File: config.mk
export PLATFORM = sky130hd
export DESIGN_NAME = txr_dma_top
export DESIGN_NICKNAME = d
export VERILOG_FILES = /design/src/rtl/txr_pkg.sv /design/src/rtl/txr_regs.sv /design/src/rtl/txr_serializer.sv /design/src/rtl/txr_walker.sv /design/src/rtl/txr_dma_top.sv
export SDC_FILE = /design/constraint.sdc
export NUM_CORES = 1
export LEC_CHECK = 0
export BUFFER_PORTS_ARGS = -buffer_cell sky130_fd_sc_hd__buf_2
export CAP_MARGIN = 20
export CORE_MARGIN = 10
export CORE_UTILIZATION = 40
export DETAILED_ROUTE_END_ITERATION = 16
export GPL_TIMING_DRIVEN = 1
export PLACE_DENSITY = 0.69
export SLEW_MARGIN = 20
export SYNTH_ARGS = -nofsm -noshare
export SYNTH_HDL_FRONTEND = slang
export SYNTH_SLANG_ARGS = --single-unit
File: constraint.sdc
create_clock -name clk -period 4.7 [get_ports clk]
set_clock_uncertainty 0.2 [all_clocks]
set_input_delay 0.94 -clock clk [delete_from_list [all_inputs] [get_ports clk]]
set_output_delay 0.94 -clock clk [all_outputs]
set_load 0.02 [all_outputs]
File: src/rtl/txr_pkg.sv
package txr_pkg;

    localparam int WORD_W     = 32;
    localparam int SEG_LEN_W  = 14;
    localparam int DESC_BYTES = 16;
    localparam int OFS_PTR0   = 0;
    localparam int OFS_CTL    = 4;

    // register select codes
    localparam logic [2:0] RA_BASE = 3'd0;
    localparam logic [2:0] RA_SIZE = 3'd1;
    localparam logic [2:0] RA_CPU  = 3'd2;
    localparam logic [2:0] RA_DMA  = 3'd3;
    localparam logic [2:0] RA_ICLR = 3'd4;
    localparam logic [2:0] RA_CTRL = 3'd5;

    // control register bits
    localparam int CB_EN   = 0;
    localparam int CB_WB   = 1;
    localparam int CB_BUSY = 2;

    // control word of a descriptor, most significant field first
    typedef struct packed {
        logic                 done;
        logic                 last0;
        logic [SEG_LEN_W-1:0] len0;
        logic                 burst;
        logic                 last1;
        logic [SEG_LEN_W-1:0] len1;
    } ctl_word_t;

    typedef enum logic [3:0] {
        S_IDLE,
        S_RD_PTR,
        S_WT_PTR,
        S_RD_CTL,
        S_WT_CTL,
        S_RD_BUF,
        S_WT_BUF,
        S_DRAIN,
        S_WB
    } walk_st_e;

    // bytes carried by the next buffer word, given what remains
    function automatic logic [2:0] chunk_bytes(input logic [SEG_LEN_W-1:0] rem);
        return (rem >= SEG_LEN_W'(4)) ? 3'd4 : rem[2:0];
    endfunction

endpackage

File: src/rtl/txr_regs.sv
module txr_regs
    import txr_pkg::*;
#(
    parameter int IDX_W    = 8,
    parameter int DEF_RING = 24
) (
    input  logic             clk,
    input  logic             rst,
    input  logic             cfg_we,
    input  logic [2:0]       cfg_addr,
    input  logic [31:0]      cfg_wdata,
    output logic [31:0]      cfg_rdata,
    input  logic             adv,
    input  logic             busy,
    output logic [31:0]      ring_base,
    output logic [IDX_W-1:0] ring_size,
    output logic [IDX_W-1:0] cpu_idx,
    output logic [IDX_W-1:0] dma_idx,
    output logic             tx_en,
    output logic             wb_en
);

    localparam int PAD_W = WORD_W - IDX_W;

    logic idx_clr;
    assign idx_clr = cfg_we && (cfg_addr == RA_ICLR) && cfg_wdata[0];

    always_ff @(posedge clk) begin
        if (rst) begin
            ring_base <= '0;
            ring_size <= IDX_W'(DEF_RING);
            cpu_idx   <= '0;
            dma_idx   <= '0;
            tx_en     <= 1'b0;
            wb_en     <= 1'b0;
        end else begin
            if (cfg_we) begin
                case (cfg_addr)
                    RA_BASE: ring_base <= cfg_wdata;
                    RA_SIZE: ring_size <= cfg_wdata[IDX_W-1:0];
                    RA_CPU:  cpu_idx   <= cfg_wdata[IDX_W-1:0];
                    RA_CTRL: begin
                        tx_en <= cfg_wdata[CB_EN];
                        wb_en <= cfg_wdata[CB_WB];
                    end
                    default: ;
                endcase
            end
            // clear beats a same-cycle advance
            if (idx_clr)
                dma_idx <= '0;
            else if (adv)
                dma_idx <= (dma_idx == ring_size - 1'b1) ? '0 : dma_idx + 1'b1;
        end
    end

    always_comb begin
        case (cfg_addr)
            RA_BASE: cfg_rdata = ring_base;
            RA_SIZE: cfg_rdata = {{PAD_W{1'b0}}, ring_size};
            RA_CPU:  cfg_rdata = {{PAD_W{1'b0}}, cpu_idx};
            RA_DMA:  cfg_rdata = {{PAD_W{1'b0}}, dma_idx};
            RA_CTRL: cfg_rdata = {29'd0, busy, wb_en, tx_en};
            default: cfg_rdata = '0;
        endcase
    end

    assert_iclr_zero_R7: assert property (@(posedge clk) disable iff (rst)
        (cfg_we && cfg_addr == RA_ICLR && cfg_wdata[0]) |=> (dma_idx == '0));

    assert_adv_moves_R6: assert property (@(posedge clk) disable iff (rst)
        (adv && !idx_clr && ring_size > IDX_W'(1)) |=> (dma_idx != $past(dma_idx)));

endmodule

File: src/rtl/txr_serializer.sv
module txr_serializer
    import txr_pkg::*;
(
    input  logic        clk,
    input  logic        rst,
    input  logic        load,
    input  logic [31:0] word,
    input  logic [2:0]  nbytes,
    input  logic        first,
    input  logic        last,
    input  logic        ready,
    output logic        valid,
    output logic [7:0]  data,
    output logic        sof,
    output logic        eof,
    output logic        empty
);

    logic [31:0] word_q;
    logic [2:0]  cnt_q;
    logic [1:0]  pos_q;
    logic        first_q;
    logic        last_q;

    assign valid = (cnt_q != 3'd0);
    assign empty = !valid;
    assign data  = word_q[{pos_q, 3'b000} +: 8];
    assign sof   = valid && first_q && (pos_q == 2'd0);
    assign eof   = valid && last_q && (cnt_q == 3'd1);

    always_ff @(posedge clk) begin
        if (rst) begin
            word_q  <= '0;
            cnt_q   <= '0;
            pos_q   <= '0;
            first_q <= 1'b0;
            last_q  <= 1'b0;
        end else if (load) begin
            word_q  <= word;
            cnt_q   <= nbytes;
            pos_q   <= '0;
            first_q <= first;
            last_q  <= last;
        end else if (valid && ready) begin
            cnt_q <= cnt_q - 3'd1;
            pos_q <= pos_q + 2'd1;
        end
    end

    assert_hold_R4: assert property (@(posedge clk) disable iff (rst)
        (valid && !ready) |=> (valid && $stable(data) && $stable(sof) && $stable(eof)));

    assert_load_empty_R3: assert property (@(posedge clk) disable iff (rst)
        load |-> empty);

    assert_marks_R3: assert property (@(posedge clk) disable iff (rst)
        (sof || eof) |-> valid);

endmodule

File: src/rtl/txr_walker.sv
module txr_walker
    import txr_pkg::*;
#(
    parameter int IDX_W = 8
) (
    input  logic             clk,
    input  logic             rst,
    input  logic             tx_en,
    input  logic             wb_en,
    input  logic [31:0]      ring_base,
    input  logic [IDX_W-1:0] cpu_idx,
    input  logic [IDX_W-1:0] dma_idx,
    output logic             mem_req,
    output logic             mem_we,
    output logic [31:0]      mem_addr,
    output logic [31:0]      mem_wdata,
    input  logic             mem_gnt,
    input  logic             mem_rvalid,
    input  logic [31:0]      mem_rdata,
    input  logic             ser_empty,
    output logic             ld,
    output logic [31:0]      ld_word,
    output logic [2:0]       ld_n,
    output logic             ld_first,
    output logic             ld_last,
    output logic             adv,
    output logic             busy
);

    localparam int PAD_W = WORD_W - IDX_W;

    walk_st_e             st_q;
    logic [31:0]          daddr_q;
    logic                 wb_q;
    logic [31:0]          ptr_q;
    ctl_word_t            ctl_q;
    logic [SEG_LEN_W-1:0] rem_q;
    logic [31:0]          baddr_q;
    logic [31:0]          desc_addr;
    ctl_word_t            ctl_in;

    assign desc_addr = ring_base + ({{PAD_W{1'b0}}, dma_idx} << 4);
    assign ctl_in    = ctl_word_t'(mem_rdata);
    assign busy      = (st_q != S_IDLE);

    assign ld_word  = mem_rdata;
    assign ld_n     = chunk_bytes(rem_q);
    assign ld_first = (rem_q == ctl_q.len0);
    assign ld_last  = (rem_q <= SEG_LEN_W'(4));

    always_comb begin
        mem_req   = 1'b0;
        mem_we    = 1'b0;
        mem_addr  = '0;
        mem_wdata = '0;
        ld        = 1'b0;
        adv       = 1'b0;
        case (st_q)
            S_RD_PTR: begin
                mem_req  = 1'b1;
                mem_addr = daddr_q + 32'(OFS_PTR0);
            end
            S_RD_CTL: begin
                mem_req  = 1'b1;
                mem_addr = daddr_q + 32'(OFS_CTL);
            end
            S_RD_BUF: begin
                mem_req  = ser_empty;
                mem_addr = baddr_q;
            end
            S_WT_BUF: ld = mem_rvalid;
            S_WB: begin
                mem_req   = wb_q;
                mem_we    = wb_q;
                mem_addr  = daddr_q + 32'(OFS_CTL);
                mem_wdata = {1'b1, ctl_q[30:0]};
                adv       = !wb_q || mem_gnt;
            end
            default: ;
        endcase
    end

    always_ff @(posedge clk) begin
        if (rst) begin
            st_q    <= S_IDLE;
            daddr_q <= '0;
            wb_q    <= 1'b0;
            ptr_q   <= '0;
            ctl_q   <= '0;
            rem_q   <= '0;
            baddr_q <= '0;
        end else begin
            case (st_q)
                S_IDLE: if (tx_en && dma_idx != cpu_idx) begin
                    daddr_q <= desc_addr;
                    wb_q    <= wb_en;
                    st_q    <= S_RD_PTR;
                end
                S_RD_PTR: if (mem_gnt) st_q <= S_WT_PTR;
                S_WT_PTR: if (mem_rvalid) begin
                    ptr_q <= mem_rdata;
                    st_q  <= S_RD_CTL;
                end
                S_RD_CTL: if (mem_gnt) st_q <= S_WT_CTL;
                S_WT_CTL: if (mem_rvalid) begin
                    ctl_q   <= ctl_in;
                    rem_q   <= ctl_in.len0;
                    baddr_q <= ptr_q;
                    st_q    <= (ctl_in.len0 == '0) ? S_WB : S_RD_BUF;
                end
                S_RD_BUF: if (ser_empty && mem_gnt) st_q <= S_WT_BUF;
                S_WT_BUF: if (mem_rvalid) begin
                    rem_q   <= rem_q - {{(SEG_LEN_W-3){1'b0}}, ld_n};
                    baddr_q <= baddr_q + 32'd4;
                    st_q    <= ld_last ? S_DRAIN : S_RD_BUF;
                end
                S_DRAIN: if (ser_empty) st_q <= S_WB;
                S_WB: if (adv) st_q <= S_IDLE;
                default: st_q <= S_IDLE;
            endcase
        end
    end

    assert_req_hold_R10: assert property (@(posedge clk) disable iff (rst)
        (mem_req && !mem_gnt) |=> (mem_req && $stable(mem_addr) && $stable(mem_we)));

    assert_wb_done_R5: assert property (@(posedge clk) disable iff (rst)
        (mem_req && mem_we) |-> mem_wdata[31]);

    assert_stop_R8: assert property (@(posedge clk) disable iff (rst)
        (st_q == S_IDLE && !tx_en) |=> (st_q == S_IDLE));

    assert_zero_len_R9: assert property (@(posedge clk) disable iff (rst)
        (st_q == S_WT_CTL && mem_rvalid && mem_rdata[29:16] == 14'd0) |=> (st_q == S_WB));

endmodule

File: src/rtl/txr_dma_top.sv
module txr_dma_top
    import txr_pkg::*;
#(
    parameter int IDX_W    = 8,
    parameter int DEF_RING = 24
) (
    input  logic        clk,
    input  logic        rst,
    input  logic        cfg_we,
    input  logic [2:0]  cfg_addr,
    input  logic [31:0] cfg_wdata,
    output logic [31:0] cfg_rdata,
    output logic        mem_req,
    output logic        mem_we,
    output logic [31:0] mem_addr,
    output logic [31:0] mem_wdata,
    input  logic        mem_gnt,
    input  logic        mem_rvalid,
    input  logic [31:0] mem_rdata,
    output logic        st_valid,
    output logic [7:0]  st_data,
    output logic        st_sof,
    output logic        st_eof,
    input  logic        st_ready
);

    logic [31:0]      ring_base;
    logic [IDX_W-1:0] ring_size;
    logic [IDX_W-1:0] cpu_idx;
    logic [IDX_W-1:0] dma_idx;
    logic             tx_en;
    logic             wb_en;
    logic             adv;
    logic             busy;
    logic             ser_empty;
    logic             ld;
    logic [31:0]      ld_word;
    logic [2:0]       ld_n;
    logic             ld_first;
    logic             ld_last;

    txr_regs #(.IDX_W(IDX_W), .DEF_RING(DEF_RING)) u_regs (
        .clk(clk), .rst(rst),
        .cfg_we(cfg_we), .cfg_addr(cfg_addr), .cfg_wdata(cfg_wdata), .cfg_rdata(cfg_rdata),
        .adv(adv), .busy(busy),
        .ring_base(ring_base), .ring_size(ring_size),
        .cpu_idx(cpu_idx), .dma_idx(dma_idx),
        .tx_en(tx_en), .wb_en(wb_en)
    );

    txr_walker #(.IDX_W(IDX_W)) u_walker (
        .clk(clk), .rst(rst),
        .tx_en(tx_en), .wb_en(wb_en),
        .ring_base(ring_base), .cpu_idx(cpu_idx), .dma_idx(dma_idx),
        .mem_req(mem_req), .mem_we(mem_we), .mem_addr(mem_addr), .mem_wdata(mem_wdata),
        .mem_gnt(mem_gnt), .mem_rvalid(mem_rvalid), .mem_rdata(mem_rdata),
        .ser_empty(ser_empty),
        .ld(ld), .ld_word(ld_word), .ld_n(ld_n), .ld_first(ld_first), .ld_last(ld_last),
        .adv(adv), .busy(busy)
    );

    txr_serializer u_ser (
        .clk(clk), .rst(rst),
        .load(ld), .word(ld_word), .nbytes(ld_n), .first(ld_first), .last(ld_last),
        .ready(st_ready),
        .valid(st_valid), .data(st_data), .sof(st_sof), .eof(st_eof),
        .empty(ser_empty)
    );

endmodule

==> metrics.txt, run 1 <==
Slew Limit Fails 0; Cells after Synth 1700; share of cells above drive strength 1 16.17%; post-CTS sizing 0; hold slack 0.2501 ns; Die Span X 201.0 um; clk_lat worst skew 0.55 ns; fin crit period 3.964 ns; root buf cell clkbuf_16; die area 0.04042 mm^2; Vert. Die Dim 201.0 um; CP Max Fanout 31; upper clock frequency limit 252.2 MHz; crit path buf inv count 3; worst hold path class flop to flop; most frequent cells in the layout nand2_1 (348), dfxtp_1 (243), a21oi_1 (189); number of global-route vias before repair 12100; Area growth, synth to finish 16.63%; DR DRC count 0; Worst setup EP type output pin; met2 Use GR 31.66%; PortBufs 181; WL per Instance 18.43 um; TritonCTS buffer count 28; total grt overflow 0; Routed Antenna Nets 0; antenna violations before repair 0; Final period util 84.35%; Max stage delay on crit path 0.61 ns; GR peak layer met2; RSZ-0062 raised after global routing false; Pwr per Cell Area 350.0 mW/mm^2; Iter 0 DRT Violations 1225; M3 GR Usage 3.615%; largest net degree at the start of global routing 103; FFs w/ async S/R, synth 0%; ant diodes 0; final wirelength 41770 um; CTS tree done; final setup TNS 0 ns; Max rail drop VDD 263.7 uV; layout filler cell count 3191; synthesized net count 1791; CP arrival 2.82 ns; hold_buf cts 0; slew margin rel. 31.19%; Ys Warns 0; Initial Utilization 40.40%; post-CTS setup buffer count 0; top cell family by delay on the critical path compound AO/OA/AOI/OAI gates; mapped cell area 0.01311 mm^2; EDFF count, synth 0; FP Rows 66; CTS H-Tree Depth 1; clock-pin transition on the worst setup and hold timing paths 0.06 ns; Pleak 5.692 nW; total clock sinks 243; FF+latch count, synth 243; met1 GRT Util 26.67%; IO Pins 182; Slowest cell on crit path o311ai_0; dpl cell area 0.01423 mm^2; r2r setup slk 1.55 ns; Synth cell types 78; Required @ worst endpoint 3.56 ns; CORE AREA 0.03245 mm^2; Via density 5.628; Final Setup Violations 0; nets 1897; Avg Inst Size Synth 7.713 um^2; Crit Path Class flop to output pin; Max Cap Viol 0; register area share after synthesis 37.10%; vias 12750; Main synth FF type dfxtp_1; critical-path cell list inv_1 > nand3_1 > a21o_1 > buf_4 > o311ai_0 > buf_2; total track usage 19.72%; Detail Placement HPWL 29740 um; Finished Cell Area 0.01529 mm^2; GPL Wtd Cong 0.8850; Design Power 5.352 mW; first-pass GRT wire length 66740 um; commonest non-fill, non-tap cell in the layout nand2_1; status finished, final reports clean; Fin. Hold Viols 0; pin slew with the least headroom to its limit 1.028 ns; clock buffer depth 3; first-pass iteration count of the detailed router 5; crit path launch type flop
==> metal layers <==
layer	wire, um	share of wire, %
met1	18930	45
met2	18620	45
met3	3274	7.8
met4	945	2.3
met5	0	0
==> per-stage QoR <==
step | std cells | utilization [%] | setup slack [ns]
after CTS | 2264 | 47.03 | 0.5898
after floorplan | 1700 | - | 1.323
final | 2266 | 47.12 | 0.7355
after detailed placement | 2216 | 43.85 | 1.182
after global routing | 2266 | 47.12 | 0.5439
after global placement | 2216 | 43.85 | 1.155
==> final cells by class <==
cell class              count  area [um^2]  share of cell area (%)
multi-input cells        1293         7592                   49.65
flip-flops and latches    243         4865                   31.81
repair buffers            206         1122                   7.339
clock buffers              38        799.5                   5.228
well taps                 442        553.0                   3.616
clock inverters            10        232.7                   1.522
inverters                  34        127.6                  0.8346
==> worst paths after layout <==
path | endpoint | cells past startpoint | from
worst max-delay path | mem_addr[5] | 6 | u_walker.st_q[1]$_SDFFE_PP0P_
worst min-delay path | u_walker.ctl_q[15]$_SDFFE_PP0P_ | 2 | u_walker.ctl_q[15]$_SDFFE_PP0P_
worst max register to register | u_regs.dma_idx[5]$_SDFFE_PP0P_ | 6 | u_walker.st_q[1]$_SDFFE_PP0P_
worst min register to register | u_walker.ctl_q[15]$_SDFFE_PP0P_ | 2 | u_walker.ctl_q[15]$_SDFFE_PP0P_
==> Yosys cell counts (4+ instances only) <==
library cell | count | area share [%]
mux4_2 | 13 | 2.2
o31ai_1 | 4 | 0.23
clkbuf_1 | 85 | 2.4
o211ai_1 | 11 | 0.63
o21ai_0 | 65 | 2.5
nand3b_1 | 4 | 0.23
xnor2_1 | 46 | 3.1
a211oi_1 | 34 | 1.9
a21oi_1 | 189 | 7.2
or3_1 | 11 | 0.52
nor3_1 | 38 | 1.5
a211o_1 | 5 | 0.33
nand3_1 | 45 | 1.7
nor2_1 | 125 | 3.6
nor4_2 | 4 | 0.38
a221oi_1 | 6 | 0.40
nor4_1 | 21 | 1.0
and3_1 | 16 | 0.76
buf_2 | 30 | 1.1
o32ai_1 | 4 | 0.27
a311oi_1 | 8 | 0.53
nor3_2 | 7 | 0.53
o221ai_1 | 5 | 0.33
mux2i_1 | 31 | 2.4
inv_1 | 34 | 0.97
o311ai_0 | 6 | 0.40
o21a_1 | 5 | 0.29
ha_1 | 17 | 1.6
dfxtp_1 | 243 | 37
a22o_1 | 11 | 0.73
nand2b_1 | 7 | 0.33
nand4_1 | 24 | 1.1
buf_1 | 7 | 0.20
xor2_1 | 23 | 1.5
a21o_1 | 6 | 0.34
nor2b_1 | 10 | 0.48
and2_1 | 61 | 2.9
a221o_1 | 8 | 0.61
a31oi_1 | 11 | 0.52
nand2_1 | 349 | 10
o22ai_1 | 12 | 0.57
==> cell families after synthesis <==
group	count (synthesis)	synth area share, %
AND/OR/NAND/NOR	742	26.68
AO/OA/AOI/OAI	417	19.82
flip-flops	243	37.10
buffers and inverters	164	5.210
XOR/XNOR	69	4.609
multiplexers	46	4.771
adder cells (fa/ha/maj)	18	1.775
other	1	0.02860
==> flip-flops by register name, summed over array words and instances, names as in the netlist, 14 cells and up <==
signal and flops:
u_regs.ring_base 32, u_ser.word_q 32, u_walker.baddr_q 32, u_walker.ctl_q 31
u_walker.daddr_q 32, u_walker.ptr_q 32, u_walker.rem_q 14
==> tightest hold or removal path, delay by kind of cell (launching register included) <==
family / cells / cell delay (ns)
flops: 1 / 0.30
compound gates: 1 / 0.05
simple gates: 1 / 0.05
==> report_power, final <==
group          internal (mW)  switching [mW]
logic                  0.236           0.453
registers               2.13          0.0831
clock network           1.57           0.886
Note: power is estimated with default switching activity, not from simulation.
==> run 2, diff against run 1 <==
ABC_AREA = 1   (was not set)
PLACE_DENSITY = 0.71   (was 0.69)
clock period = 3.6 ns   (was 4.7 ns; I/O delays follow)
==> metrics.txt, run 2 <==
commonest non-fill, non-tap cell in the layout nand2_1 (unchanged); Slew Limit Fails 0 (unchanged); DR DRC count 0 (unchanged); register share of total power 38.8% (was 41.3%); CP arrival 2.56 ns (was 2.82 ns); final wirelength 48560 um (was 41770 um); Max Cap Viol 0 (unchanged); register area share after synthesis 35.40% (was 37.10%); FF+latch count, synth 243 (unchanged); Detail Placement HPWL 36930 um (was 29740 um); Final Setup Violations 0 (unchanged); post-synth top area share 35.40% (was 37.10%); Initial Utilization 40.77% (was 40.40%); Synth cell types 58 (was 78); Crit Path Class flop to output pin (unchanged); Max rail drop VDD 406.3 uV (was 263.7 uV); pin slew with the least headroom to its limit 1.032 ns (was 1.028 ns); clock-pin transition on the worst setup and hold timing paths 0.06 ns (about the same); Sw Ratio 35.19% (was 26.57%); Worst setup EP type output pin (unchanged); Iter 0 DRT Violations 1119 (was 1225); synth top area cells dfxtp_1 (35%), nand2_1 (11%), a21oi_1 (8.5%) (was dfxtp_1 (37%), nand2_1 (10%), a21oi_1 (7.2%)); Ys Warns 0 (unchanged); Cells after Synth 2060 (was 1700); CP Max Fanout 5 (was 31); Area growth, synth to finish 15.74% (was 16.63%); upper clock frequency limit 287.5 MHz; largest net degree at the start of global routing 86 (was 103); CTS tree done (unchanged); total grt overflow 0 (unchanged); antenna violations before repair 0 (unchanged); CTS H-Tree Depth 1 (unchanged); total clock sinks 243 (unchanged); share of cells above drive strength 1 14.38% (was 16.17%); Via density 5.433 (was 5.628); total track usage 22.18% (was 19.72%); TritonCTS buffer count 27 (was 28); final setup TNS 0 ns (unchanged); worst hold path class primary input to flop (was flop to flop); Design Power 7.992 mW (was 5.352 mW); Synth top cells by count nand2_1 (418), dfxtp_1 (243), a21oi_1 (234), inv_1 (219), nor2_1 (207) (was nand2_1 (349), dfxtp_1 (243), a21oi_1 (189), nor2_1 (125), clkbuf_1 (85)); PortBufs 181 (unchanged); hold slack 0.2276 ns (was 0.2501 ns); clk_lat worst skew 0.55 ns (about the same); most frequent cells in the layout nand2_1 (418), dfxtp_1 (243), a21oi_1 (234) (was nand2_1 (348), dfxtp_1 (243), a21oi_1 (189)); nets 2290 (was 1897); IO Pins 182 (unchanged); top-count cell post-synth nand2_1 (unchanged); slew margin rel. 31.22% (was 31.19%); leading area contributor after synthesis dfxtp_1 (unchanged); FP Rows 67 (was 66); die area 0.04216 mm^2 (was 0.04042 mm^2); hold_buf cts 0 (unchanged); first-pass GRT wire length 76000 um (was 66740 um); Routed Antenna Nets 0 (unchanged); Pleak 6.106 nW (was 5.692 nW); synthesized net count 2151 (was 1791); first-pass iteration count of the detailed router 5 (unchanged); Final period util 96.61%; Required @ worst endpoint 2.68 ns (was 3.56 ns); Cell Count, Final, Fillers Out 2666 (was 2266); root buf cell clkbuf_16 (unchanged); EDFF count, synth 0 (unchanged); Avg Inst Size Synth 6.670 um^2 (was 7.713 um^2); Pint 5.179 mW (was 3.930 mW); critical-path cell list ha_2 > nand2_1 > nor2_4 > nand2_1 > nor2_2 > inv_2 > nor2_4 > nand3_1 > nor2_1 > nand2_1 > nand3_1 > o221ai_1 > clkbuf_4 (was inv_1 > nand3_1 > a21o_1 > buf_4 > o311ai_0 > buf_2); Max stage delay on crit path 0.39 ns (was 0.61 ns); GPL Wtd Cong 0.9960 (was 0.8850); clock buffer depth 3 (unchanged); layout filler cell count 3463 (was 3191); mapped cell area 0.01374 mm^2 (was 0.01311 mm^2); WL per Instance 18.22 um (was 18.43 um); number of global-route vias before repair 13710 (was 12100); sw power 2.813 mW (was 1.422 mW); Die Span X 205.3 um (was 201.0 um); placed insts 2614 (was 2216); FFs w/ async S/R, synth 0% (unchanged); status finished, final reports clean (unchanged); Slowest cell on crit path dfxtp_1 (was o311ai_0); CORE AREA 0.03370 mm^2 (was 0.03245 mm^2); Main synth FF type dfxtp_1 (unchanged); ant diodes 0 (unchanged); Clk pwr share 36.0% (was 45.8%); Vert. Die Dim 205.3 um (was 201.0 um); Pwr per Cell Area 502.5 mW/mm^2 (was 350.0 mW/mm^2); RSZ-0062 raised after global routing true (was false); Fin. Hold Viols 0 (unchanged); Top cell by count, worst path nand2_1; crit path launch type flop (unchanged); combinational share of power 25.3% (was 12.9%); vias 14480 (was 12750); fin crit period 3.478 ns
run 2: changes by cell type after synthesis, moves of 18 or more:
cell	before	now
nand2_1	349	418
clkbuf_1	85	50
a21oi_1	189	234
xor2_1	23	43
o221ai_1	5	23
a211oi_1	34	3
xnor2_1	46	16
o21ai_0	65	194
and2_1	61	0
inv_1	34	219
mux2i_1	31	0
nand3_1	45	129
nor2_1	125	207
run 2: what timing repair did:
action	in CTS	in global routing
buffers inserted	0	4
resized for setup	0	13
endpoints found under the setup margin	0	13
run 2: kinds of logic after synthesis:
logic type / synth area share (%)
simple gates: 28.10
compound gates: 21.21
buf+inv: 9.807
flops: 35.40
xor+xnor: 3.761
fa+ha+maj: 1.694
other cells: 0.02729
run 2: power by group through the flow:
| stage | clock, mW | sequential [mW] | combinational (mW) |
|---|---|---|---|
| after detailed placement | 0 | 3.15 | 1.98 |
| final | 2.88 | 3.10 | 2.02 |
| after CTS | 2.91 | 3.09 | 2.00 |
| after floorplan | 0 | 3.07 | 1.47 |
| after global placement | 0 | 3.14 | 1.96 |
| after global routing | 3.03 | 3.12 | 2.24 |
run 2: layout make-up:
type / count / area (um^2) / share of cell area (%)
Multi-Input combinational cell: 1485 / 7559 / 47.53
Sequential cell: 243 / 4865 / 30.59
Timing Repair Buffer: 207 / 1122 / 7.057
Inverter: 235 / 885.9 / 5.570
Clock buffer: 36 / 749.5 / 4.712
Tap cell: 448 / 560.5 / 3.525
Clock inverter: 12 / 162.7 / 1.023
run 2: metal layers:
layer  vias up  track usage, %  wire length, um
met4         0           9.031             1889
met3       105           3.177             3058
met2       554           37.20            22810
li1       7126               -                -
met1      6699           28.05            20810
met5         -               0                0
run 2: final timing paths:
| path | slack, ns | to | start | depth (start not counted) |
|---|---|---|---|---|
| setup / recovery | 0.12 | mem_addr[24] | u_walker.daddr_q[2]$_SDFFE_PP0P_ | 13 |
| hold / removal | 0.23 | u_regs.ring_size[3]$_SDFFE_PP1P_ | cfg_wdata[3] | 3 |
| setup reg to reg | 0.81 | u_ser.cnt_q[2]$_SDFFE_PP0P_ | u_walker.st_q[1]$_SDFFE_PP0P_ | 11 |
| hold reg to reg | 0.25 | u_walker.ctl_q[5]$_SDFFE_PP0P_ | u_walker.ctl_q[5]$_SDFFE_PP0P_ | 2 |
run 2: stage by stage:
step,setup WS [ns],utilization (%),instance area (um^2)
floorplan,0.9769,-,13740
global placement,0.6254,44.28,14920
detailed placement,0.6220,44.28,14920
CTS,0.02723,46.99,15840
global route,0.005635,47.19,15900
finish,0.1219,47.19,15900
run 2: worst max-delay path: cells and delay by family (launching register included):
kind	cells	cell delay, ns
AOI/OAI and AO/OA	1	0.11
buffers and inverters	2	0.30
adders and majority gates	1	0.22
DFF	1	0.39
and+or+nand+nor	9	1.00
==> run 3, diff against run 2 <==
clock period = 2.81 ns   (was 3.6 ns; I/O delays follow)
==> metrics.txt, run 3 (synthesis results as in run 2) <==
Multi-input gate area 0.008153 mm^2 (was 0.007559 mm^2); nets 2361 (was 2290); DR WL met3 4049 um (was 3058 um); Slowest cell on crit path dfxtp_4 (was dfxtp_1); CTS tree done (unchanged); sw power 3.770 mW (was 2.813 mW); Met1 Wirelength 21550 um (was 20810 um); Area growth, synth to finish 27.45% (was 15.74%); setup ws final -0.2812 ns (was 0.1219 ns); Iter 0 DRT Violations 1222 (was 1119); ant diodes 0 (unchanged); final wirelength 52300 um (was 48560 um); Crit Path Class flop to output pin (unchanged); clk_lat worst skew 0.56 ns (was 0.55 ns); number of global-route vias before repair 14370 (was 13710); TritonCTS buffer count 28 (was 27); Via density 5.533 (was 5.433); met2 WL 24580 um (was 22810 um); Max rail drop VDD 415.0 uV (was 406.3 uV); status complete, but fails checks (was finished, final reports clean); Routed Antenna Nets 0 (unchanged); Design Power 11.05 mW (was 7.992 mW); GPL Wtd Cong 0.9983 (was 0.9960); failing checks negative setup slack; total track usage 23.53% (was 22.18%); Final period util 110.0%; CP Max Fanout 4 (was 5); hold slack 0.07115 ns (was 0.2276 ns); Vert. Die Dim 205.3 um (unchanged); clock-pin transition on the worst setup and hold timing paths 0.07 ns (was 0.06 ns); vias 15150 (was 14480); fin crit period 3.091 ns; share of cells above drive strength 1 22.36% (was 14.38%); Max Cap Viol 0 (unchanged); Initial Utilization 40.77% (unchanged); critical-path cell list nand3_4 > nor2_4 > nand2_2 > nor2_4 > nand2_2 > nor3_4 > nand3_2 > o211ai_1 > o211ai_1 > buf_4 (was ha_2 > nand2_1 > nor2_4 > nand2_1 > nor2_2 > inv_2 > nor2_4 > nand3_1 > nor2_1 > nand2_1 > nand3_1 > o221ai_1 > clkbuf_4); Detail Placement HPWL 38850 um (was 36930 um); most frequent cells in the layout nand2_1 (397), a21oi_1 (232), dfxtp_1 (220) (was nand2_1 (418), dfxtp_1 (243), a21oi_1 (234)); Die Span X 205.3 um (unchanged); Clk pwr share 37.1% (was 36.0%); largest net degree at the start of global routing 102 (was 86); Final Setup Violations 21 (was 0); Pwr per Cell Area 630.7 mW/mm^2 (was 502.5 mW/mm^2); layout filler cell count 3354 (was 3463); register share of total power 35.6% (was 38.8%); Reg area 0.004923 mm^2 (was 0.004865 mm^2); die area 0.04216 mm^2 (unchanged); Required @ worst endpoint 2.05 ns (was 2.68 ns); final setup TNS -3.971 ns (was 0 ns); FP Rows 67 (unchanged); first-pass iteration count of the detailed router 6 (was 5); Max stage delay on crit path 0.38 ns (was 0.39 ns); Pint 7.275 mW (was 5.179 mW); PortBufs 181 (unchanged); WL per Instance 19.10 um (was 18.22 um); total grt overflow 0 (unchanged); CORE AREA 0.03370 mm^2 (unchanged); Slew Limit Fails 0 (unchanged); slew margin rel. 48.49% (was 31.22%); total clock sinks 243 (unchanged); worst hold path class primary input to flop (unchanged); combinational share of power 27.2% (was 25.3%); Sw Ratio 34.14% (was 35.19%); Fin. Hold Viols 0 (unchanged); commonest non-fill, non-tap cell in the layout nand2_1 (unchanged); RSZ-0062 raised after global routing true (unchanged); DR DRC count 0 (unchanged); Pleak 6.882 nW (was 6.106 nW); root buf cell clkbuf_16 (unchanged); crit path launch type flop (unchanged); first-pass GRT wire length 80650 um (was 76000 um); pin slew with the least headroom to its limit 0.7727 ns (was 1.032 ns); clock buffer depth 3 (unchanged); IO Pins 182 (unchanged); top sig layer met4 (unchanged); CP arrival 2.33 ns (was 2.56 ns); Worst setup EP type output pin (unchanged); CTS H-Tree Depth 1 (unchanged); upper clock frequency limit 323.5 MHz; antenna violations before repair 0 (unchanged)
==> run 3: worst max-delay path, delay by kind of cell, from the launching register on <==
family	cells	cell delay [ns]
buf+inv	1	0.21
simple gates	7	0.86
compound gates	2	0.32
flops	1	0.38
==> run 3: power groups by stage <==
stage	clock, mW	sequential [mW]	combinational, mW
4_1_cts	4.16	3.92	2.84
3_5_place_dp	0	3.99	2.70
3_3_place_gp	0	3.98	2.66
5_1_grt	4.31	3.97	3.29
2_1_floorplan	0	3.93	1.88
6_report	4.10	3.94	3.01
==> run 3: metal layers <==
metal  GRT usage [%]  vias to the layer above
met5               0                        -
met4           8.926                        0
met3           3.853                      125
met2           39.35                      681
met1           29.79                     7073
li1                -                     7270
==> run 3: area by class of cell <==
type | count | share of cell area, %
inverters | 235 | 5.237
clock buffers | 40 | 4.722
clock inverters | 10 | 1.179
flip-flops and latches | 243 | 28.11
multi-input cells | 1485 | 46.55
repair buffers | 277 | 11.00
well taps | 448 | 3.201
==> run 3: worst paths after layout <==
kind / from / slack, ns / endpoint / depth (start not counted)
worst max-delay path: u_walker.daddr_q[3]$_SDFFE_PP0P_ / -0.28 / mem_addr[17] / 10
worst min-delay path: cfg_wdata[3] / 0.07 / u_regs.ring_size[3]$_SDFFE_PP1P_ / 3
worst max register to register: u_regs.ring_base[4]$_SDFFE_PP0P_ / 0.18 / u_walker.daddr_q[24]$_SDFFE_PP0P_ / 10
worst min register to register: u_walker.ctl_q[5]$_SDFFE_PP0P_ / 0.25 / u_walker.ctl_q[5]$_SDFFE_PP0P_ / 2
==> run 3: per-stage QoR <==
stage / utilization, % / area (um^2) / setup WS [ns] / instances
after floorplan: - / 13740 / 0.3449 / 2060
after global placement: 45.26 / 15250 / -0.08304 / 2651
after detailed placement: 45.26 / 15250 / -0.08300 / 2651
after CTS: 50.35 / 16970 / -0.3364 / 2719
after global routing: 51.97 / 17510 / -0.4227 / 2738
final: 51.97 / 17510 / -0.2812 / 2738
==> run 3: repair_timing <==
item,CTS,global route
cloned,1,0
hold buffers,0,0
pin swaps,29,41
gates resized for setup,147,109
setup endpoints to repair,34,34
setup buffers,19,22
